File: config.mk
export PLATFORM = sky130hd
export DESIGN_NAME = ir_xcvr_ctrl
export DESIGN_NICKNAME = d
export VERILOG_FILES = /design/src/rtl/ir_xcvr_pkg.sv /design/src/rtl/ir_sat_cnt.sv /design/src/rtl/ir_shdn_det.sv /design/src/rtl/ir_bw_latch.sv /design/src/rtl/ir_led_guard.sv /design/src/rtl/ir_xcvr_ctrl.sv
export SDC_FILE = /design/constraint.sdc
export NUM_CORES = 1
export LEC_CHECK = 0
export BUFFER_PORTS_ARGS = -buffer_cell sky130_fd_sc_hd__buf_2
export CORE_ASPECT_RATIO = 0.7
export CORE_MARGIN = 2
export CORE_UTILIZATION = 40
export CTS_BUF_LIST = sky130_fd_sc_hd__clkbuf_4
export CTS_CLUSTER_SIZE = 30
export DETAILED_ROUTE_END_ITERATION = 6
export HOLD_SLACK_MARGIN = 0.15
export PLACE_DENSITY_LB_ADDON = 0.1
export SYNTH_ARGS = -nofsm -noshare
export SYNTH_HDL_FRONTEND = slang
export SYNTH_SLANG_ARGS = --single-unit
File: constraint.sdc
create_clock -name clk_i -period 1.71 [get_ports clk_i]
set_clock_uncertainty 0.05 [all_clocks]
set_input_delay 0.0855 -clock clk_i [delete_from_list [all_inputs] [get_ports clk_i]]
set_output_delay 0.0855 -clock clk_i [all_outputs]
set_load 0.01 [all_outputs]
File: src/rtl/ir_xcvr_pkg.sv
package ir_xcvr_pkg;
  typedef enum logic {
    BW_LOW  = 1'b0,
    BW_HIGH = 1'b1
  } bw_mode_e;

  localparam bw_mode_e BW_RESET = BW_LOW;
endpackage

File: src/rtl/ir_sat_cnt.sv
module ir_sat_cnt #(
  parameter int unsigned LIMIT = 8
) (
  input  logic clk_i,
  input  logic rst_ni,
  input  logic clr_i,
  input  logic inc_i,
  output logic full_o
);
  localparam int unsigned W = (LIMIT < 1) ? 1 : $clog2(LIMIT + 1);
  localparam logic [W-1:0] LIM = W'(LIMIT);

  logic [W-1:0] cnt_q;

  always_ff @(posedge clk_i or negedge rst_ni) begin
    if (!rst_ni)                       cnt_q <= '0;
    else if (clr_i)                    cnt_q <= '0;
    else if (inc_i && (cnt_q != LIM))  cnt_q <= cnt_q + 1'b1;
  end

  assign full_o = (cnt_q == LIM);

  assert_cnt_saturates_R7 : assert property (@(posedge clk_i) disable iff (!rst_ni)
    cnt_q <= LIM);

  assert_cnt_clears_R3 : assert property (@(posedge clk_i) disable iff (!rst_ni)
    clr_i |=> (cnt_q == '0));
endmodule

File: src/rtl/ir_shdn_det.sv
module ir_shdn_det #(
  parameter int unsigned SHDN_CYCLES = 4000
) (
  input  logic clk_i,
  input  logic rst_ni,
  input  logic sd_i,
  output logic shdn_o
);
  logic hold_full;
  logic shdn_q;

  ir_sat_cnt #(.LIMIT(SHDN_CYCLES)) u_hold_cnt (
    .clk_i  (clk_i),
    .rst_ni (rst_ni),
    .clr_i  (~sd_i),
    .inc_i  (sd_i),
    .full_o (hold_full)
  );

  // full before this edge means SHDN_CYCLES prior highs; this high makes one more
  always_ff @(posedge clk_i or negedge rst_ni) begin
    if (!rst_ni) shdn_q <= 1'b0;
    else         shdn_q <= sd_i & hold_full;
  end

  assign shdn_o = shdn_q;

  assert_shdn_exit_R3 : assert property (@(posedge clk_i) disable iff (!rst_ni)
    !sd_i |=> !shdn_q);
endmodule

File: src/rtl/ir_bw_latch.sv
module ir_bw_latch
  import ir_xcvr_pkg::*;
(
  input  logic     clk_i,
  input  logic     rst_ni,
  input  logic     sd_i,
  input  logic     txd_i,
  output bw_mode_e mode_o
);
  logic     sd_prev_q;
  logic     sd_fall;
  bw_mode_e mode_q;

  assign sd_fall = sd_prev_q & ~sd_i;

  always_ff @(posedge clk_i or negedge rst_ni) begin
    if (!rst_ni) begin
      sd_prev_q <= 1'b0;
      mode_q    <= BW_RESET;
    end else begin
      sd_prev_q <= sd_i;
      if (sd_fall) mode_q <= bw_mode_e'(txd_i);
    end
  end

  assign mode_o = mode_q;

  assert_mode_capture_R4 : assert property (@(posedge clk_i) disable iff (!rst_ni)
    sd_fall |=> (mode_q == bw_mode_e'($past(txd_i))));

  assert_mode_hold_R5 : assert property (@(posedge clk_i) disable iff (!rst_ni)
    !sd_fall |=> $stable(mode_q));
endmodule

File: src/rtl/ir_led_guard.sv
module ir_led_guard #(
  parameter int unsigned LED_MAX_CYCLES = 500
) (
  input  logic clk_i,
  input  logic rst_ni,
  input  logic txd_i,
  input  logic shdn_i,
  output logic blocked_o
);
  logic on_full;
  logic blocked_q;

  ir_sat_cnt #(.LIMIT(LED_MAX_CYCLES)) u_on_cnt (
    .clk_i  (clk_i),
    .rst_ni (rst_ni),
    .clr_i  (shdn_i | ~txd_i),
    .inc_i  (txd_i),
    .full_o (on_full)
  );

  always_ff @(posedge clk_i or negedge rst_ni) begin
    if (!rst_ni)      blocked_q <= 1'b0;
    else if (shdn_i)  blocked_q <= 1'b1;  // re-arm: wait for a low txd after wake
    else if (!txd_i)  blocked_q <= 1'b0;
    else if (on_full) blocked_q <= 1'b1;
  end

  assign blocked_o = blocked_q;

  assert_block_release_R7 : assert property (@(posedge clk_i) disable iff (!rst_ni)
    $fell(blocked_q) |-> !$past(txd_i));

  assert_wake_armed_R12 : assert property (@(posedge clk_i) disable iff (!rst_ni)
    shdn_i |=> blocked_q);
endmodule

File: src/rtl/ir_xcvr_ctrl.sv
module ir_xcvr_ctrl
  import ir_xcvr_pkg::*;
#(
  parameter int unsigned SHDN_CYCLES    = 4000,
  parameter int unsigned LED_MAX_CYCLES = 500
) (
  input  logic clk_i,
  input  logic rst_ni,
  input  logic sd_i,
  input  logic txd_i,
  input  logic light_i,
  output logic led_en_o,
  output logic rxd_o,
  output logic rxd_oe_o,
  output logic mode_o
);
  logic     shdn;
  logic     blocked;
  logic     rx_active;
  bw_mode_e mode;

  ir_shdn_det #(.SHDN_CYCLES(SHDN_CYCLES)) u_shdn (
    .clk_i  (clk_i),
    .rst_ni (rst_ni),
    .sd_i   (sd_i),
    .shdn_o (shdn)
  );

  ir_bw_latch u_bw (
    .clk_i  (clk_i),
    .rst_ni (rst_ni),
    .sd_i   (sd_i),
    .txd_i  (txd_i),
    .mode_o (mode)
  );

  ir_led_guard #(.LED_MAX_CYCLES(LED_MAX_CYCLES)) u_guard (
    .clk_i     (clk_i),
    .rst_ni    (rst_ni),
    .txd_i     (txd_i),
    .shdn_i    (shdn),
    .blocked_o (blocked)
  );

  assign rx_active = ~sd_i & ~shdn;
  assign led_en_o  = txd_i & rx_active & ~blocked;
  assign rxd_o     = ~((light_i & rx_active) | led_en_o);
  assign rxd_oe_o  = ~shdn;
  assign mode_o    = mode;

  assert_shdn_quiet_R11 : assert property (@(posedge clk_i) disable iff (!rst_ni)
    !rxd_oe_o |-> (!led_en_o && rxd_o));

  assert_echo_R9 : assert property (@(posedge clk_i) disable iff (!rst_ni)
    led_en_o |-> !rxd_o);

  assert_sd_led_off_R10 : assert property (@(posedge clk_i) disable iff (!rst_ni)
    sd_i |-> !led_en_o);
endmodule

==> out/metrics.yaml, run 1 <==
fp.dieW_um: 71.4
setup_viol: 0
cts_tree: "done"
grtUsageTotal_pct: 16.0
r2r_start: "u_guard.u_on_cnt.cnt_q[0]$_DFFE_PN0P_"
die_h_um: 51.2
placed_cells: 173
cts_max_level: 1
root_buffer: "clkbuf_4"
synth_area_leaders: "dfrtp_1 49%, a21oi_1 4.7%, or3_1 4.4%"
n_antenna_cell: 0
timing_worst_setup_path_type: "reg -> out"
die_area_um2: 3660
cpPeakStageDelay_ps: 440
worstPathMaxFanout: 8
hold_violations: 0
fmax_mhz: 643
crit_path_cell_trace: "nand2b_1, nor3_1, buf_2"
syn_area_um2: 1270
start_util_pct: 41.3
portBuffers: 8
fin_cells: 180
cts.sinks: 25
synth-warning-count: 0
numCtsBuffers: 3
finalCriticalPeriod_ps: 1560
synthToLayoutAreaGrowth_pct: 11.2
final_common_cell: "dfrtp_1"
endpoint_kind: "primary output"
synth_edf_count: 0
first_pass_iters: 4
r2r_slack_ps: 200
multi_input_area_um2: 611
vias: 1002
gp_congestion: 0.834
dpl.hpwl_um: 1780
synth_cells: 130
overflow: 0
routed_wirelength_um: 2530
core_um2: 3080
slew_viol_final: 0
synth_top_area_cell: "dfrtp_1"
startpoint_type: "flip-flop"
placementRows: 17
clock_latency_ps: 320
async_reset_ff_share_pct: 100
clock_path_buffers: 2
required_ps: 1570
io_pins: 9
ys_ff_latch: 25
wl_per_cell_um: 14.0
final_cell_mix: "25 x dfrtp_1, 12 x a21oi_1, 10 x nand2_1"
pwr_density_cell_nw_per_um2: 694
synth_top_area_share_pct: 49.2
drt_iter0_drc: 84
ant_nets: 0
drv_cap: 0
status: "complete, no violations"
worst_path_dominant_cell_family: "simple AND/OR/NAND/NOR gates"
antenna_found_initial: 0
hp-class: "in -> async"
timing.rr.end: "u_guard.u_on_cnt.cnt_q[8]$_DFFE_PN0P_"
power_leakage_uw: 0.000565
synth_area_per_cell_um2: 9.79
clk_pin_slew_ps: 140
syn-num-nets: 139
setup_tns_ps: 0
drc_errors: 0
grt_max_degree: 26
grt_pass1_vias: 939
crit_slowest_cell: "dfrtp_1"
cp_num_buf_inv: 1
cp.arrival_ps: 1420
final_nets: 152
synth.distinct_cells: 33
fin_crit_sh_pct: 91.0
ff_latch_area_um2: 626
tightest_slew_ps: 571
synth-seq-area-share_pct: 49.2
synth_flop_cell: "dfrtp_1"
grt_pass1_wl_um: 4480
ir_drop_v: 0.000441
layout-drive-gt1-share_pct: 11.3
slew_headroom_pct: 62.0
vias_per_cell: 5.57
rr_worst_depth: 4
rsz0062_at_grt: "no"
nFillCells: 288
## final cells by class
type,count,area share (%)
clock buffer,3,1.59
clock inverter,1,0.354
inverter,9,2.39
multi-input combinational,93,43.1
sequential,25,44.2
tap,38,3.36
timing repair buffer,11,4.95
## worst max-delay path by stage
stage	start	to	slack (ps)	cells after the start
floorplan	u_shdn.u_hold_cnt.cnt_q[0]$_DFFE_PN0P_	u_shdn.u_hold_cnt.cnt_q[0]$_DFFE_PN0P_	350	5
global placement	u_shdn.u_hold_cnt.cnt_q[0]$_DFFE_PN0P_	u_shdn.u_hold_cnt.cnt_q[1]$_DFFE_PN0P_	210	5
detailed placement	u_shdn.u_hold_cnt.cnt_q[0]$_DFFE_PN0P_	u_shdn.u_hold_cnt.cnt_q[1]$_DFFE_PN0P_	130	5
CTS	u_shdn.u_hold_cnt.cnt_q[0]$_DFFE_PN0P_	u_shdn.u_hold_cnt.cnt_q[1]$_DFFE_PN0P_	90	5
global route	u_shdn.shdn_o$_DFF_PN0_	led_en_o	30	3
finish	u_shdn.shdn_o$_DFF_PN0_	led_en_o	150	3
## kinds of logic (layout without fill, tap and decap cells)
| kind of cell | Yosys count | count (layout) | share of synthesized area (%) |
|---|---|---|---|
| adders and majority gates | 4 | 4 | 3.93 |
| AOI/OAI and AO/OA | 31 | 31 | 14.0 |
| buffers and inverters | 12 | 24 | 3.54 |
| DFF | 25 | 25 | 49.2 |
| muxes | 3 | 3 | 2.36 |
| and+or+nand+nor | 52 | 52 | 25.0 |
| xor gates and xnor gates | 3 | 3 | 2.07 |
## per-stage QoR
step / setup slack [ps] / hold WS, ps / utilization [%] / power (uW) / area (um^2)
2_1_floorplan: 354 / -260 / - / 678 / 1270
5_1_grt: 31.0 / 259 / 45.9 / 1030 / 1420
3_5_place_dp: 126 / 67.8 / 43.7 / 714 / 1350
6_report: 154 / 212 / 45.9 / 982 / 1420
4_1_cts: 86.4 / 233 / 45.6 / 994 / 1410
3_3_place_gp: 209 / 67.8 / 43.7 / 711 / 1350
## worst register-to-register path: stages (launching register included)
cell,delay [ps]
dfrtp_1,430
ha_1,220
nand3_1,190
or3_1,390
a21oi_1,160
## state kept, by name (all words and copies together), names as in the netlist
name,cells
u_guard.u_on_cnt.cnt_q,9
u_shdn.shdn_o,1
u_guard.blocked_o,1
u_bw.mode_o,1
u_shdn.u_hold_cnt.cnt_q,12
u_bw.sd_prev_q,1
## Yosys cell counts (all sizes together) (2+ instances only)
master  instances
nand3           8
nand3b          2
ha              4
xor2            2
a21oi          12
nor2            5
nand4           4
or4             4
nand2b          2
o31ai           4
o21ai          10
mux2i           3
nor4            2
a31o            2
inv             9
or3             9
dfrtp          25
a31oi           2
clkbuf          3
nand2          10
## timing repair
| action | in CTS | in global routing |
|---|---|---|
| hold buffers | 3 | 0 |
| resized for setup | 0 | 1 |
| setup endpoints to repair | 0 | 2 |
| buffers inserted | 0 | 0 |
| endpoints found under the hold margin | 36 | 0 |
## report_power, final
group | switching [uW] | leakage, uW | internal (uW)
Clock | 187 | 0.0000177 | 87.8
Sequential | 16.2 | 0.000340 | 607
Combinational | 51.0 | 0.000207 | 33.5
Total | 254 | 0.000565 | 728
## layer usage
metal	global-route usage (%)	wire (um)	part of all wire, %	vias to the layer above
met1	23.7	1320	52	487
met5	0	0	0	-
met4	3.77	17	0.67	0
met2	22.8	1070	42	19
li1	-	-	-	494
met3	4.73	126	5.0	2
Power figures use the tool's default switching activity.
==> inputs of run 2 (changes only) <==
--- a/config.mk
+++ b/config.mk
@@ -14,6 +14,7 @@
 export DETAILED_ROUTE_END_ITERATION = 6
 export HOLD_SLACK_MARGIN = 0.15
 export PLACE_DENSITY_LB_ADDON = 0.1
+export REMOVE_ABC_BUFFERS = 1
 export SYNTH_ARGS = -nofsm -noshare
 export SYNTH_HDL_FRONTEND = slang
 export SYNTH_SLANG_ARGS = --single-unit
==> run 2 against run 1 <==
Against the previous run:
- sequential power about the same
- register-to-register slack about the same
- design area unchanged
- critical path type unchanged
- power down 1.6%
- sequential share of layout area unchanged
- critical endpoint unchanged
- global-route usage down 0.45 points
- non-clock buffer count unchanged
- critical path depth unchanged
- count of clock-buffer cells in the layout unchanged
==> out/metrics.yaml, run 2 (synthesized netlist as in run 1, its figures left out) <==
cp.arrival_ps: 1430
vias_per_cell: 5.55
required_ps: 1570
path_depth: 3
final_cell_mix: "25 x dfrtp_1, 12 x a21oi_1, 10 x nand2_1"
start_util_pct: 41.3
status: "complete, no violations"
wirelength_met1_um: 1300
grt_pass1_wl_um: 4370
vias: 999
antenna_found_initial: 0
grt_max_degree: 26
cts_max_level: 1
layout-drive-gt1-share_pct: 11.3
power_leakage_uw: 0.000565
endpoint_kind: "primary output"
overflow: 0
drv_cap: 0
first_pass_iters: 4
final_common_cell: "dfrtp_1"
multi_input_area_um2: 611
grtUsageTotal_pct: 15.5
top_regs: "u_shdn.u_hold_cnt.cnt_q: 12 flops, u_guard.u_on_cnt.cnt_q: 9 flops"
slew_viol_final: 0
die_area_um2: 3660
clk_pin_slew_ps: 130
wl_met2_um: 986
fmax_mhz: 639
io_pins: 9
placementRows: 17
final_nets: 152
root_buffer: "clkbuf_4"
wl_per_cell_um: 13.3
cpPeakStageDelay_ps: 440
fp.dieW_um: 71.4
worst_path_dominant_cell_family: "simple AND/OR/NAND/NOR gates"
numCtsBuffers: 3
dr_wl_met3_um: 89
tightest_slew_ps: 558
r2r_start: "u_shdn.u_hold_cnt.cnt_q[0]$_DFFE_PN0P_"
cts_tree: "done"
timing_worst_setup_path_type: "reg -> out"
largest_register_ffs: 12
top_register: "u_shdn.u_hold_cnt.cnt_q"
ant_nets: 0
synthToLayoutAreaGrowth_pct: 11.2
hold_violations: 0
clock_latency_ps: 310
worstPathMaxFanout: 8
cts_setup_buffers: 0
crit_slowest_cell: "dfrtp_1"
finalCriticalPeriod_ps: 1560
setup_tns_ps: 0
dpl.hpwl_um: 1720
cp_num_buf_inv: 1
n_antenna_cell: 0
drc_errors: 0
hp-class: "in -> async"
setup_viol: 0
rr_worst_depth: 5
clock_path_buffers: 2
portBuffers: 8
rsz0062_at_grt: "no"
slew_headroom_pct: 62.8
nFillCells: 287
gp_congestion: 0.799
ff_latch_area_um2: 626
r2r_slack_ps: 190
cts.sinks: 25
startpoint_type: "flip-flop"
routed_wirelength_um: 2390
crit_path_cell_trace: "nand2b_1, nor3_1, buf_2"
pwr_density_cell_nw_per_um2: 682
finalPower_uw: 966
fin_crit_sh_pct: 91.4
drt_iter0_drc: 100
grt_pass1_vias: 884
maxUsedRoutingLayer: "met4"
timing.rr.end: "u_shdn.u_hold_cnt.cnt_q[0]$_DFFE_PN0P_"
ir_drop_v: 0.000436
die_h_um: 51.2
core_um2: 3080
-- run 2: cell counts in the layout (fill, tap and decap cells not counted) --
No cell type changed its count.
-- run 2: layout make-up --
class	instances	share of cell area, %
multi-input cells	93	43.1
clock buffers	3	1.59
clock inverters	1	0.354
repair buffers	11	4.95
well taps	38	3.36
inverters	9	2.39
flip-flops and latches	25	44.2
-- run 2: worst max path at each step --
stage | start | end
after floorplan | u_shdn.u_hold_cnt.cnt_q[0]$_DFFE_PN0P_ | u_shdn.u_hold_cnt.cnt_q[0]$_DFFE_PN0P_
after global placement | u_shdn.u_hold_cnt.cnt_q[0]$_DFFE_PN0P_ | u_shdn.u_hold_cnt.cnt_q[1]$_DFFE_PN0P_
after detailed placement | u_shdn.u_hold_cnt.cnt_q[0]$_DFFE_PN0P_ | u_shdn.u_hold_cnt.cnt_q[0]$_DFFE_PN0P_
after CTS | u_shdn.u_hold_cnt.cnt_q[0]$_DFFE_PN0P_ | u_shdn.u_hold_cnt.cnt_q[0]$_DFFE_PN0P_
after global routing | u_shdn.shdn_o$_DFF_PN0_ | led_en_o
final | u_shdn.shdn_o$_DFF_PN0_ | led_en_o
-- run 2: layer usage --
metal / GRT usage (%) / vias to the layer above
li1: - / 501
met1: 23.6 / 468
met2: 20.8 / 28
met3: 4.73 / 2
met4: 4.72 / 0
met5: 0 / -
-- run 2: through the flow --
stage	setup WS, ps	hold WS [ps]	utilization (%)	cell area, um^2	instances
2_1_floorplan	354	-260	-	1260	127
3_3_place_gp	197	71.9	43.7	1350	173
3_5_place_dp	106	67.9	43.7	1350	173
4_1_cts	70.3	243	45.6	1410	180
5_1_grt	33.3	260	45.9	1420	180
6_report	146	228	45.9	1420	180
-- run 2: timing repair --
| item | CTS | global route |
|---|---|---|
| gates resized for setup | 0 | 1 |
| hold endpoints to repair | 38 | 0 |
| hold buffers | 3 | 0 |
| setup endpoints to repair | 0 | 1 |
-- run 2: power breakdown --
group	leakage, uW	total [uW]	switching (uW)	internal [uW]
Sequential	0.000340	623	16.8	606
Combinational	0.000207	83.0	49.8	33.2
Clock	0.0000177	259	172	87.5
